**src/rtl/rp_pkg.sv**
```systemverilog
package rp_pkg;
  typedef enum logic {RP_IDLE, RP_RUN} rp_state_e;
endpackage

```
**src/rtl/rp_scale.sv**
```systemverilog
module rp_scale #(
  parameter int N  = 8,
  parameter int FW = 16
) (
  input  logic [N:0]    din,
  input  logic [FW-1:0] w,
  output logic [FW:0]   scaled
);
  // magnitude (format 1.(N-1)) times w (format 0.FW), rescaled to FW fraction bits
  function automatic logic [FW:0] scale_frac(input logic [N-1:0] mag, input logic [FW-1:0] rw);
    return (FW+1)'(({{FW{1'b0}}, mag} * {{N{1'b0}}, rw}) >> (N-1));
  endfunction

  assign scaled = din[N] ? '0 : scale_frac(din[N-1:0], w);
endmodule

```
**src/rtl/rp_decide.sv**
```systemverilog
module rp_decide #(
  parameter int FW = 16
) (
  input  logic [FW:0]   rem,
  input  logic [FW-1:0] pow,
  input  logic [FW-1:0] w,
  output logic          bit_one,
  output logic [FW:0]   rem_nxt,
  output logic [FW-1:0] pow_nxt
);
  function automatic logic [FW-1:0] frac_mul(input logic [FW-1:0] a, input logic [FW-1:0] b);
    return FW'(({{FW{1'b0}}, a} * {{FW{1'b0}}, b}) >> FW);
  endfunction

  assign bit_one = rem >= {1'b0, pow};
  assign rem_nxt = bit_one ? rem - {1'b0, pow} : rem;
  assign pow_nxt = frac_mul(pow, w);
endmodule

```
**src/rtl/rp_ctrl.sv**
```systemverilog
module rp_ctrl import rp_pkg::*; #(
  parameter int M  = 8,
  parameter int IW = 4
) (
  input  logic          clk,
  input  logic          rst_n,
  input  logic          start,
  output logic          load,
  output logic          step,
  output logic [IW-1:0] step_idx,
  output logic          busy,
  output logic          done
);
  rp_state_e state;

  assign step = (state == RP_RUN);
  assign busy = step;
  assign load = start && (state == RP_IDLE);

  always_ff @(posedge clk or negedge rst_n) begin
    if (!rst_n) begin
      state    <= RP_IDLE;
      step_idx <= '0;
      done     <= 1'b0;
    end else begin
      done <= 1'b0;
      case (state)
        RP_IDLE: if (start) begin
          state    <= RP_RUN;
          step_idx <= '0;
        end
        default: if (step_idx == IW'(M-1)) begin
          state <= RP_IDLE;
          done  <= 1'b1;
        end else begin
          step_idx <= step_idx + 1'b1;
        end
      endcase
    end
  end
endmodule

```
**src/rtl/radix_predist.sv**
```systemverilog
module radix_predist #(
  parameter int N     = 8,
  parameter int FW    = N + 8,
  parameter int EXTRA = 0
) (
  input  logic                 clk,
  input  logic                 rst_n,
  input  logic                 start,
  input  logic [N:0]           din,
  input  logic [FW-1:0]        recip_radix,
  output logic                 busy,
  output logic                 done,
  output logic [N+EXTRA-1:0]   code
);
  localparam int M  = N + EXTRA;
  localparam int IW = $clog2(M + 1);

  logic          load, step, bit_one;
  logic [IW-1:0] step_idx, bit_pos;
  logic [FW:0]   scaled, rem_q, rem_nxt;
  logic [FW-1:0] pow_q, pow_nxt, w_q;

  rp_scale #(.N(N), .FW(FW)) u_scale (
    .din(din), .w(recip_radix), .scaled(scaled)
  );

  rp_ctrl #(.M(M), .IW(IW)) u_ctrl (
    .clk(clk), .rst_n(rst_n), .start(start), .load(load), .step(step),
    .step_idx(step_idx), .busy(busy), .done(done)
  );

  rp_decide #(.FW(FW)) u_dec (
    .rem(rem_q), .pow(pow_q), .w(w_q),
    .bit_one(bit_one), .rem_nxt(rem_nxt), .pow_nxt(pow_nxt)
  );

  // first decision lands on the top bit, the one the serial DAC takes last
  assign bit_pos = IW'(M-1) - step_idx;

  always_ff @(posedge clk or negedge rst_n) begin
    if (!rst_n) begin
      rem_q <= '0;
      pow_q <= '0;
      w_q   <= '0;
      code  <= '0;
    end else if (load) begin
      rem_q <= scaled;
      pow_q <= recip_radix;
      w_q   <= recip_radix;
      code  <= '0;
    end else if (step) begin
      rem_q <= rem_nxt;
      pow_q <= pow_nxt;
      for (int k = 0; k < M; k++) begin
        if (bit_pos == IW'(k)) code[k] <= bit_one;
      end
    end
  end
endmodule

```
**config.mk**
```make
export PLATFORM = sky130hd
export DESIGN_NAME = radix_predist
export DESIGN_NICKNAME = d
export VERILOG_FILES = /design/src/rtl/rp_pkg.sv /design/src/rtl/rp_scale.sv /design/src/rtl/rp_decide.sv /design/src/rtl/rp_ctrl.sv /design/src/rtl/radix_predist.sv
export SDC_FILE = /design/constraint.sdc
export NUM_CORES = 1
export LEC_CHECK = 0
export BUFFER_PORTS_ARGS = -buffer_cell sky130_fd_sc_hd__buf_4
export CORE_ASPECT_RATIO = 1.1
export CORE_MARGIN = 2
export CORE_UTILIZATION = 37
export DETAILED_ROUTE_END_ITERATION = 16
export GPL_ROUTABILITY_DRIVEN = 0
export PLACE_DENSITY = 0.52
export SYNTH_ARGS = -nofsm -noshare
export SYNTH_HDL_FRONTEND = slang
export SYNTH_HIERARCHICAL = 1
export SYNTH_SLANG_ARGS = --single-unit
```
**constraint.sdc**
```tcl
create_clock -name clk -period 7.2 [get_ports clk]
set_input_delay 1.44 -clock clk [delete_from_list [all_inputs] [get_ports clk]]
set_output_delay 1.44 -clock clk [all_outputs]
set_load 0.005 [all_outputs]
```
**After elaboration in Yosys (flattened, before gate mapping)**

Index checks and enable logic that the tools add are counted.

- ROM bits: 0
- Bits in writable memories: 0
- Logic and storage cells: 77
- Register bits after elaboration: 63
- Memories kept: 0
- Output and inout bits: 10
- Input bits: 28
- Bits in latches: 0

- Muxes and demuxes: 24
- Shifts and indexed selects: 0
- Equal/unequal tests: 9
- Div/mod/pow operators: 0
- $mul: 2
- Reductions and logical operators: 23
- Bitwise operators: 1
- $lt $le $gt $ge: 1
- Add/sub/neg operators: 3

Operators with widths:

| cell | count |
|---|---|
| two-way mux 17 bit | 4 |
| multiplier 16 x 16 -> 32 bit | 1 |
| two-way mux 16 bit | 2 |
| multiplier 8 x 16 -> 24 bit | 1 |
| nonzero test 2 bit | 11 |
| equality test 4 x 3 -> 1 bit, second input constant | 5 |
| AND reduction 2 bit | 10 |
| >= comparator 17 x 16 -> 1 bit | 1 |
| subtractor 17 x 16 -> 17 bit | 1 |
| two-way mux 8 bit | 2 |
| two-way mux 1 bit | 13 |
| two-way mux 4 bit | 3 |
| equality test 4 x 2 -> 1 bit, second input constant | 2 |
| adder 4 x 1 -> 4 bit, second input constant | 1 |
| equality test 4 x 1 -> 1 bit, second input constant | 1 |
| logical NOT 4 bit | 1 |
| subtractor 3 x 4 -> 4 bit, first input constant | 1 |
| != test 2 bit, second input constant | 1 |
| logical AND 1 bit | 1 |
| inverter 1 bit | 1 |

**Logic depth before layout (Yosys ltp)**

- Word-level depth: 5
- Mapped depth: 24
- Gate-level depth less buffers: 23

**Modules after synthesis**

The synthesis kept the hierarchy.

Modules (own cells, without submodules):

| module | cells each | instances | seq. area each (um^2) | area each (um^2) |
|---|---|---|---|---|
| rp_decide | 1136 | 1 | 0.0 | 9516.6 |
| rp_scale | 505 | 1 | 0.0 | 4286.6 |
| radix_predist | 233 | 1 | 1426.4 | 2483.6 |
| rp_ctrl | 29 | 1 | 150.1 | 300.3 |

**Least setup slack after synthesis**

OpenSTA, ideal clock, no wires.

- Path type: reg2reg
- Start point: register pow_q[7]
- End point: register pow_q[14]
- Period minus slack after synthesis: 5.814 ns
- Arrival: 5.681 ns
- Path buffers: 1
- Setup time: 0.133 ns
- Cell stages (with the launch flop): 23
- Data required time: 7.067 ns
- Slack: 1.386 ns
- Cell sequence: dfrtp_1 clkbuf_1 nand2_1 fa_1 inv_1 fa_1 inv_1 fa_1 inv_1 fa_1 fa_1 inv_1 fa_1 inv_1 ha_1 a21oi_1 o21ai_2 a2111oi_4 a2111oi_4 o21a_2 a211o_1 mux2i_1 o21ai_0

- Longest elaborated chain between the ends: 3

Ends and longest elaborated chain:

| item | line | text |
|---|---|---|
| start, declared | radix_predist.sv:21 | `logic [FW-1:0] pow_q, pow_nxt, w_q;` |
| start signal, assigned | radix_predist.sv:48 | `pow_q <= recip_radix;` |
| start signal, assigned | radix_predist.sv:53 | `pow_q <= pow_nxt;` |
| multiplier 16 x 16 -> 32 bit | rp_decide.sv:12 | `return FW'(({{FW{1'b0}}, a} * {{FW{1'b0}}, b}) >> FW);` |
| via pow_nxt[14] | radix_predist.sv:21 |  |
| two-way mux 16 bit | radix_predist.sv:51 | `end else if (step) begin` |
| two-way mux 16 bit | radix_predist.sv:46 | `end else if (load) begin` |

The timed path passes the listed nets, and every way through them passes these cells. The select of a mux whose other input is x is not followed.
A chain may end at the register's enable or synchronous reset.

**Worst setup path in the final report**

- Start point: register pow_q[9]
- End point: register pow_q[10]

The elaborated chain is that of the path after synthesis.

==> impl_metrics.py <==
metrics = {
    "timing": {
        "final_hold_viol_count": 0,
        "fin_crit_sh_pct": 91.1,
        "hold_slack_ps": 547,
        "tns_ps": 0,
        "max_slew_margin_pct": 39.1,
        "rsz0062_at_grt": "false",
        "fin_skew_ps": 6.10,
        "finalCriticalPeriod_ps": 6560,
        "setup_viol": 0,
        "timing.fmax_mhz": 152,
        "worstMarginPinSlew_ps": 914,
        "slew_violations": 0,
    },
    "die": {
        "pin_count": 38,
        "row_count": 81,
        "initial_utilization_pct": 37.4,
        "core_area_mm2": 0.0444,
        "die_y_um": 226,
        "dieArea_mm2": 0.0465,
        "die_w_um": 206,
    },
    "global_route": {
        "grt_max_degree": 93,
        "grt_antenna_before_repair": 0,
        "grt_pass1_wl_um": 70400,
        "grt_pass1_vias": 13400,
        "grt_use_total_pct": 19.0,
        "grt.overflow.total": 0,
    },
    "final_layout": {
        "fillers": 4537,
        "nNetsFinal": 2346,
        "drive_above_1_share_pct": 5.46,
        "layout-area-overhead-vs-synth_pct": 6.24,
        "final_common_cell": "inv_1",
        "mostFrequentLayoutCells": "inv_1 (370), fa_1 (277), nand2_1 (238)",
        "diodes": 0,
    },
    "worst_setup_path": {
        "cpMostUsedCell": "fa_1",
        "critical_path_buf_inv_count": 3,
        "cp_max_fo": 18,
        "ff2ff_path_depth": 20,
        "crit_chain": "nand2_1, fa_1, fa_1, inv_1, fa_1, fa_1, fa_1, inv_1, fa_1, inv_1, ha_1, a21o_1, o21bai_1, a21oi_1, o211ai_1, o21ai_0, nand3_1, o311ai_0, mux2i_1, o21ai_0",
        "critPathKind": "reg2reg",
        "required_ps": 7440,
        "cp_top_family": "adder cells",
        "crit_slowest_cell": "dfrtp_1",
        "cp-start-kind": "flop",
        "crit_arrival_ps": 6800,
        "crit_cells": 20,
        "slowest_delay_ps": 940,
        "cp-end-kind": "flop",
    },
    "clock_network": {
        "ctsResizeCount": 0,
        "clkSinkCount": 63,
        "holdBufCountCts": 0,
        "htree_levels": 3,
        "clkTransAtPathRegs_ps": 50,
        "cts_tree": "done",
        "clock_path_buffers": 2,
        "clk_latency_ps": 330,
        "cts_made_buffers": 9,
        "cts_setup_buffers": 0,
        "clockRootBuffer": "clkbuf_16",
    },
    "drt": {
        "vias": 12300,
        "drt_first_iter_violations": 542,
        "drt_wl_total_um": 41300,
        "via_per_inst": 4.98,
        "drt_drc_violations_left": 0,
        "ant_nets": 0,
        "wl_per_cell_um": 16.8,
        "drt-pass1-iter-count": 5,
    },
    "flow_run": {
        "drv_cap": 0,
    },
    "worst_hold_path": {
        "hold_path_depth": 2,
        "min_path_type": "reg2reg",
    },
    "yosys": {
        "netlist_area_mm2": 0.0166,
        "synth-edff-count": 0,
        "synthCells": 1903,
        "synth_fp_nets": 2367,
        "synth_seq_cells": 63,
        "synth_ff_type": "dfrtp_1",
        "synth_seq_area_share_pct": 9.50,
        "synthDistinctLibCells": 82,
        "synth-async-reset-ratio_pct": 100,
        "ys.warnings.count": 6,
        "syn_area_per_cell_um2": 8.72,
    },
    "run_status": {
        "status": "finished, final reports clean",
    },
    "place": {
        "io_buffers": 37,
        "post-dp-hpwl_um": 32400,
    },
}
-- tightest hold or removal path: stages, from the launching register on --
cell and delay (ps):
dfrtp_1 380, nand2b_1 70, mux2i_1 60
-- flip-flops by register name (all words and copies together), names as in the netlist --
| register | cells |
|---|---|
| rem_q | 17 |
| pow_q | 16 |
| w_q | 16 |
| code | 8 |
| u_ctrl/step_idx | 4 |
| u_ctrl/busy | 1 |
| u_ctrl/done | 1 |
-- area by class of cell --
class	instances	area, um2	share of cell area, %
multi-input combinational	1392	13200	75.1
clock inverter	3	90.1	0.511
inverter	370	1390	7.88
clock buffer	13	260	1.48
tap	581	727	4.13
timing repair buffer	46	345	1.96
sequential	63	1580	8.95
-- kinds of logic after synthesis --
kind of cell | after synthesis | synth area share, %
compound gates | 247 | 9.96
simple gates | 615 | 18.8
flops | 63 | 9.50
buf+inv | 448 | 10.8
fa+ha+maj | 436 | 45.4
mux | 54 | 3.40
xor+xnor | 40 | 2.11
-- Yosys cell counts, drive strengths merged, types with 3 or more instances --
| cell | instances | area (um2) |
|---|---|---|
| or3 | 3 | 18.8 |
| a31oi | 8 | 56.3 |
| ha | 159 | 1990 |
| xnor2 | 29 | 254 |
| o211ai | 10 | 75.1 |
| fa | 277 | 5550 |
| nand4 | 17 | 113 |
| buf | 24 | 171 |
| a21o | 19 | 144 |
| o21a | 11 | 83.8 |
| a21oi | 74 | 397 |
| nor3 | 12 | 70.1 |
| dfrtp | 63 | 1580 |
| o21bai | 10 | 78.8 |
| and2 | 226 | 1420 |
| nand3 | 18 | 90.1 |
| and3 | 3 | 20.0 |
| nand2b | 13 | 81.3 |
| mux2i | 44 | 440 |
| mux2 | 10 | 124 |
| a2111oi | 3 | 82.6 |
| o31ai | 4 | 43.8 |
| a211oi | 3 | 22.5 |
| nor2 | 63 | 239 |
| nor2b | 9 | 56.3 |
| clkbuf | 54 | 225 |
| xor2 | 11 | 96.3 |
| nand2 | 239 | 900 |
| o21ai | 82 | 429 |
| inv | 370 | 1390 |
| a211o | 3 | 26.3 |
-- metal layers --
metal  GRT usage, %  share of wire [%]  wire (um)  vias to the layer above
met3           1.36                2.6       1060                       41
met4           4.29                1.7        702                        0
met5              0                  0          0                        -
li1               -                  -          -                     5863
met1           25.0                 45      18700                     6216
met2           34.0                 51      20900                      171
-- metrics by stage --
step                worst slack (ps)  area [um2]  instances  util [%]
floorplan                       1390       16600       1903         -
global placement                 755       17300       2452      38.9
detailed placement               693       17300       2452      38.9
CTS                              654       17600       2468      39.7
global route                     364       17600       2468      39.7
finish                           641       17600       2468      39.7
-- path summary, 6_finish.rpt --
check | from | slack (ps) | end
worst max-delay path | pow_q[9] | 640 | pow_q[10]
worst min-delay path | code[5] | 550 | code[5]
min in group asynchronous | rst_n | 1210 | code[1]
worst max register to register | pow_q[9] | 640 | pow_q[10]
worst min register to register | code[5] | 550 | code[5]
max in group asynchronous | rst_n | 5410 | u_ctrl/busy
Power is left out: the tool's default activity adds up to more than one toggle a clock period on the data nets, which glitch-free logic cannot reach.
